<file path="src/rtl/sw_pkg.sv">
package sw_pkg;

   localparam int unsigned NUM_DIG = 6;

   // Positions 3 and 5 use the six-step modulus; the rest are decades.
   function automatic int unsigned dig_mod(input int unsigned idx,
                                           input int unsigned dm,
                                           input int unsigned sm);
      return (idx == 3 || idx == 5) ? sm : dm;
   endfunction

   function automatic int unsigned dig_w(input int unsigned m);
      return (m <= 2) ? 1 : $clog2(m);
   endfunction

   function automatic int unsigned dig_off(input int unsigned idx,
                                           input int unsigned dm,
                                           input int unsigned sm);
      int unsigned s;
      s = 0;
      for (int unsigned k = 0; k < idx; k++)
         s += dig_w(dig_mod(k, dm, sm));
      return s;
   endfunction

   function automatic int unsigned bus_w(input int unsigned dm,
                                         input int unsigned sm);
      return dig_off(NUM_DIG, dm, sm);
   endfunction

endpackage

</file>
<file path="src/rtl/sw_digit.sv">
module sw_digit #(
   parameter int unsigned MOD       = 10,
   parameter int unsigned W         = 4,
   parameter bit          FALL_EDGE = 1'b1
) (
   input  logic         clk,
   input  logic         rst,
   input  logic         inc,
   output logic [W-1:0] q,
   output logic         term,
   output logic         zero
);

   localparam logic [W-1:0] TERM_V = W'(MOD - 1);

   logic [W-1:0] q_r;
   logic [W-1:0] q_nx;

   always_comb begin
      if (rst)
         q_nx = '0;
      else if (inc)
         q_nx = (q_r == TERM_V) ? '0 : q_r + W'(1);
      else
         q_nx = q_r;
   end

   generate
      if (FALL_EDGE) begin : g_fall
         always_ff @(negedge clk) q_r <= q_nx;
      end else begin : g_rise
         always_ff @(posedge clk) q_r <= q_nx;
      end
   endgenerate

   assign q    = q_r;
   assign term = (q_r == TERM_V);
   assign zero = (q_r == '0);

endmodule

</file>
<file path="src/rtl/sw_carry_chain.sv">
module sw_carry_chain #(
   parameter int unsigned N = 6
) (
   input  logic         adv,
   input  logic [N-1:0] term,
   output logic [N-1:0] inc,
   output logic         wrap_set
);

   assign inc[0] = adv;

   generate
      for (genvar g = 1; g < N; g++) begin : g_link
         assign inc[g] = inc[g-1] & term[g-1];
      end
   endgenerate

   assign wrap_set = inc[N-1] & term[N-1];

endmodule

</file>
<file path="src/rtl/sw_wrap_reg.sv">
module sw_wrap_reg #(
   parameter bit FALL_EDGE = 1'b1
) (
   input  logic clk,
   input  logic rst,
   input  logic set,
   output logic q
);

   logic q_r;
   logic q_nx;

   assign q_nx = set & ~rst;

   generate
      if (FALL_EDGE) begin : g_fall
         always_ff @(negedge clk) q_r <= q_nx;
      end else begin : g_rise
         always_ff @(posedge clk) q_r <= q_nx;
      end
   endgenerate

   assign q = q_r;

endmodule

</file>
<file path="src/rtl/sw_stopwatch_chain.sv">
module sw_stopwatch_chain #(
   parameter  int unsigned DEC_MOD   = 10,
   parameter  int unsigned SIX_MOD   = 6,
   parameter  bit          FALL_EDGE = 1'b1,
   localparam int unsigned NDIG      = sw_pkg::NUM_DIG,
   localparam int unsigned BUS_W     = sw_pkg::bus_w(DEC_MOD, SIX_MOD)
) (
   input  logic             clk,
   input  logic             rst,
   input  logic             run,
   input  logic             tick_en,
   output logic [BUS_W-1:0] digits_o,
   output logic [NDIG-1:0]  zero_o,
   output logic             wrap_o
);

   generate
      if (DEC_MOD < 2) begin : g_bad_dec
         $error("DEC_MOD must be at least 2");
      end
      if (SIX_MOD < 2) begin : g_bad_six
         $error("SIX_MOD must be at least 2");
      end
   endgenerate

   logic            adv;
   logic [NDIG-1:0] term;
   logic [NDIG-1:0] inc;
   logic            wrap_set;

   assign adv = run & tick_en;

   generate
      for (genvar g = 0; g < NDIG; g++) begin : g_dig
         localparam int unsigned M   = sw_pkg::dig_mod(g, DEC_MOD, SIX_MOD);
         localparam int unsigned W   = sw_pkg::dig_w(M);
         localparam int unsigned OFF = sw_pkg::dig_off(g, DEC_MOD, SIX_MOD);

         sw_digit #(.MOD(M), .W(W), .FALL_EDGE(FALL_EDGE)) u_dig (
            .clk  (clk),
            .rst  (rst),
            .inc  (inc[g]),
            .q    (digits_o[OFF +: W]),
            .term (term[g]),
            .zero (zero_o[g])
         );
      end
   endgenerate

   sw_carry_chain #(.N(NDIG)) u_chain (
      .adv      (adv),
      .term     (term),
      .inc      (inc),
      .wrap_set (wrap_set)
   );

   sw_wrap_reg #(.FALL_EDGE(FALL_EDGE)) u_wrap (
      .clk (clk),
      .rst (rst),
      .set (wrap_set),
      .q   (wrap_o)
   );

endmodule

</file>
<file path="config.mk">
export PLATFORM = sky130hd
export DESIGN_NAME = sw_stopwatch_chain
export DESIGN_NICKNAME = d
export VERILOG_FILES = /design/src/rtl/sw_pkg.sv /design/src/rtl/sw_digit.sv /design/src/rtl/sw_carry_chain.sv /design/src/rtl/sw_wrap_reg.sv /design/src/rtl/sw_stopwatch_chain.sv
export SDC_FILE = /design/constraint.sdc
export NUM_CORES = 1
export LEC_CHECK = 0
export CORE_MARGIN = 2
export CORE_UTILIZATION = 30
export DETAILED_ROUTE_END_ITERATION = 8
export GPL_TIMING_DRIVEN = 0
export SETUP_SLACK_MARGIN = 0.2
export SLEW_MARGIN = 20
export SYNTH_ARGS = -nofsm -noshare
export SYNTH_HDL_FRONTEND = slang
export SYNTH_SLANG_ARGS = --single-unit
</file>
<file path="constraint.sdc">
create_clock -name clk -period 4.55 [get_ports clk]
set_input_delay 1.365 -clock clk [delete_from_list [all_inputs] [get_ports clk]]
set_output_delay 1.365 -clock clk [all_outputs]
set_load 0.005 [all_outputs]
</file>
Word-level counts from Yosys, hierarchy flattened --
Cells that the tools add are included.
Cells by class: shifts and indexed selects 0, $add $sub $neg 6, divide/modulo/power cells 0, multipliers 0, magnitude comparators 0, equality and inequality tests 6, reduce and logical (&&, ||, !) cells 6, bitwise logic cells 9, multiplexer cells 6
Operators with widths (count):
- $add A4 B1 Y4 const B | 4
- $eq A4 B4 Y1 const B | 4
- $logic_not A4 Y1 | 4
- $mux W4 | 4
- $and A1 B1 Y1 | 8
- $add A3 B1 Y3 const B | 2
- $eq A3 B3 Y1 const B | 2
- $logic_not A3 Y1 | 2
- $mux W3 | 2
- $not A1 Y1 | 1
Storage, ports and cells: ROM bits 0, output and inout port bits 29, memories kept 0, flip-flop bits (word level) 23, RAM bits 0, bits in latches 0, input bits 4

Logic depth before layout (Yosys ltp) --
depth in word-level cells 8, depth in mapped cells 6

Modules after synthesis --
From an unflattened synthesis, not the netlist that was laid out.
Second synthesis, totals: cells, all modules 139, area total of the unflattened synthesis 1174.9 um^2
By module, submodules not included:
- sw_digit at g_dig[0].u_dig ... | cells an instance 24, times used 4, area an instance 197.7 um^2
- sw_digit at g_dig[3].u_dig ... | cells an instance 16, times used 2, area an instance 143.9 um^2
- sw_carry_chain | cells an instance 7, times used 1, area an instance 52.6 um^2
- sw_wrap_reg | cells an instance 3, times used 1, area an instance 37.5 um^2
- sw_stopwatch_chain | cells an instance 1, times used 1, area an instance 6.3 um^2

==> flow_summary.json <==
{
  "swShare_pct": 28.34,
  "violations": "negative setup slack",
  "finalInstanceArea_sq_um": 2462,
  "finalSetupViolations": 10,
  "wirelength_um": 4055,
  "fp.dieH_um": 69.45,
  "synth_top_area_share_pct": 35.83,
  "syn_nets": 152,
  "whs_ps": 622.8,
  "io_buffers": 31,
  "rows": 23,
  "firstDrtPassIters": 4,
  "worst_slack_ps": -260.9,
  "max-slew-margin-rel_pct": 66.51,
  "grt_pass1_wl_um": 6679,
  "seq_power_share_pct": 39.4,
  "hold_violations": 0,
  "combPwrFrac_pct": 5.7,
  "cp_data_required_time_ps": 3180,
  "synth.ff_latch_count": 23,
  "synth_commonest_cells": "dfxtp_1 (23), a21oi_1 (14), nand2_1 (11)",
  "cts_htree_levels": 1,
  "grt_remaining_overflow": 0,
  "leakage_nw": 1.074,
  "hp-class": "flop to flop",
  "ir_worst_vdd_v": 0.0001260,
  "crit_type": "flop to output port",
  "grt_max_degree": 14,
  "cts-hold-fix-buffers": 0,
  "grt_antenna_before_repair": 0,
  "nets": 249,
  "die-width_um": 69.45,
  "critPathArrivalTime_ps": 3450,
  "dp_slack_ps": -818.2,
  "tns_ps": -1437,
  "grt_pass1_vias": 1583,
  "worst_setup_path_end_kind": "output port",
  "slew_violations": 0,
  "cap_violations": 0,
  "drive_gt1_share_pct": 58.20,
  "drc": 0,
  "ys_types": 41,
  "die-area_sq_um": 4823,
  "synth_edf_count": 0,
  "cts_tree": "done",
  "finClkSkew_ps": 14.16,
  "initial_core_util_pct": 31.67,
  "wire_per_inst_um": 13.79,
  "vias": 1495,
  "rsz0062_at_grt": "true",
  "io_pins": 33,
  "synth_area_per_cell_sq_um": 8.682,
  "placed_area_sq_um": 1692,
  "cts_root_buf": "clkbuf_8",
  "worstPathMaxFanout": 2,
  "ys.flop_type": "dfxtp_1",
  "status": "complete, but fails checks",
  "worst_setup_path_start_kind": "flop",
  "powerDensity_nw_per_um2": 199.0,
  "cts.clk_slew.worst_paths_ps": 40,
  "place_hpwl_um": 2246,
  "yosysWarnings": 0,
  "worst_pin_slew_ps": 502.3,
  "syn_area_sq_um": 1285,
  "async_reset_ff_share_pct": 0,
  "antenna_left": 0,
  "power_frac_clock_pct": 55.0,
  "netlist_instances": 148,
  "core_sq_um": 4058,
  "gp_congestion": 0.7369,
  "p_int_mw": 0.3510,
  "drtIter0Drc": 72,
  "fill_cells": 365,
  "cts_sinks": 23,
  "grt_usage_pct": 16.60,
  "cts_made_buffers": 3,
  "antenna_cells": 0,
  "insertion_delay_ps": 350,
  "clk_path_buf_depth": 2,
  "synth.area.top_cells": "dfxtp_1 (36%), a21oi_1 (5.5%), nor2b_1 (3.9%)",
  "switching_power_mw": 0.1389,
  "synth.most_common_cell": "dfxtp_1",
  "yosys.area.top_type": "dfxtp_1",
  "ys_seq_area_share_pct": 35.83,
  "via_per_inst": 5.085,
  "syn_to_final_growth_pct": 91.63
}
[metrics by stage]
stage	power, mW	util (%)	std cells
final	0.4899	60.68	294
after global routing	0.5250	60.68	294
after CTS	0.4942	57.08	290
after detailed placement	0.2614	41.69	229
after global placement	0.2609	41.69	229
after floorplan	0.2523	-	148
[registers in the layout, summed over array words and instances (netlist names)]
register / cells
g_dig.u_dig.q: 22
u_wrap.q: 1
[area by class of cell]
class | instances | area (sq um) | area share (%)
inverters | 4 | 15.01 | 0.6098
clock inverters | 24 | 116.4 | 4.726
repair buffers | 70 | 671.9 | 27.29
plain buffers | 11 | 102.6 | 4.167
flip-flops and latches | 23 | 543.0 | 22.05
clock buffers | 3 | 41.29 | 1.677
well taps | 50 | 62.56 | 2.541
multi-input cells | 109 | 909.6 | 36.94
[routing by layer]
metal / routed length, um / GRT usage (%) / up-vias
met3: 175 / 5.087 / 4
met1: 1614 / 16.56 / 727
li1: - / - / 726
met4: 26 / 7.407 / 0
met5: 0 / 0 / -
met2: 2239 / 31.20 / 38
[critical path, stage by stage (launching register included)]
cell,delay [ps]
dfxtp_4,340
nor4_4,260
buf_4,150
buf_6,80
[cell usage in the layout, fill, tap and decap left out, types with 4 or more instances in the layout]
cell	netlist	layout
a21oi_1	14	8
a21oi_2	0	6
buf_4	6	33
buf_6	1	39
clkbuf_8	2	4
dfxtp_4	0	22
inv_1	5	27
nand2_1	11	11
nand4_1	5	5
nor2_1	10	10
nor2b_1	8	8
nor4_4	0	4
o21ai_0	9	6
xor2_1	5	5
[worst paths after layout]
kind | startpoint | endpoint | slack, ps | cells after the start
max | g_dig[2].u_dig.q[3] | zero_o[2] | -260 | 3
min | g_dig[1].u_dig.q[1] | g_dig[1].u_dig.q[3] | 620 | 3
max reg2reg | g_dig[0].u_dig.q[3] | g_dig[5].u_dig.q[2] | 2660 | 6
min reg2reg | g_dig[1].u_dig.q[1] | g_dig[1].u_dig.q[3] | 620 | 3
[logic make-up after synthesis]
group / share of synthesized area, %
AO/OA/AOI/OAI: 14.12
XOR/XNOR: 3.408
buffers and inverters: 9.153
flip-flops: 35.83
multiplexers: 0.8763
AND/OR/NAND/NOR: 36.61
[power groups by stage]
| stage | logic (mW) | registers [mW] | clock network [mW] |
|---|---|---|---|
| floorplan | 0.0112 | 0.209 | 0.0323 |
| global placement | 0.0197 | 0.209 | 0.0323 |
| detailed placement | 0.0201 | 0.209 | 0.0323 |
| CTS | 0.0255 | 0.192 | 0.276 |
| global route | 0.0299 | 0.192 | 0.303 |
| finish | 0.0277 | 0.193 | 0.269 |
[timing repair]
| action | CTS | global route |
|---|---|---|
| setup buffers | 35 | 4 |
| endpoints found under the setup margin | 51 | 43 |
| resized for setup | 207 | 26 |
| pin swaps | 16 | 6 |
Power figures use the tool's default switching activity.
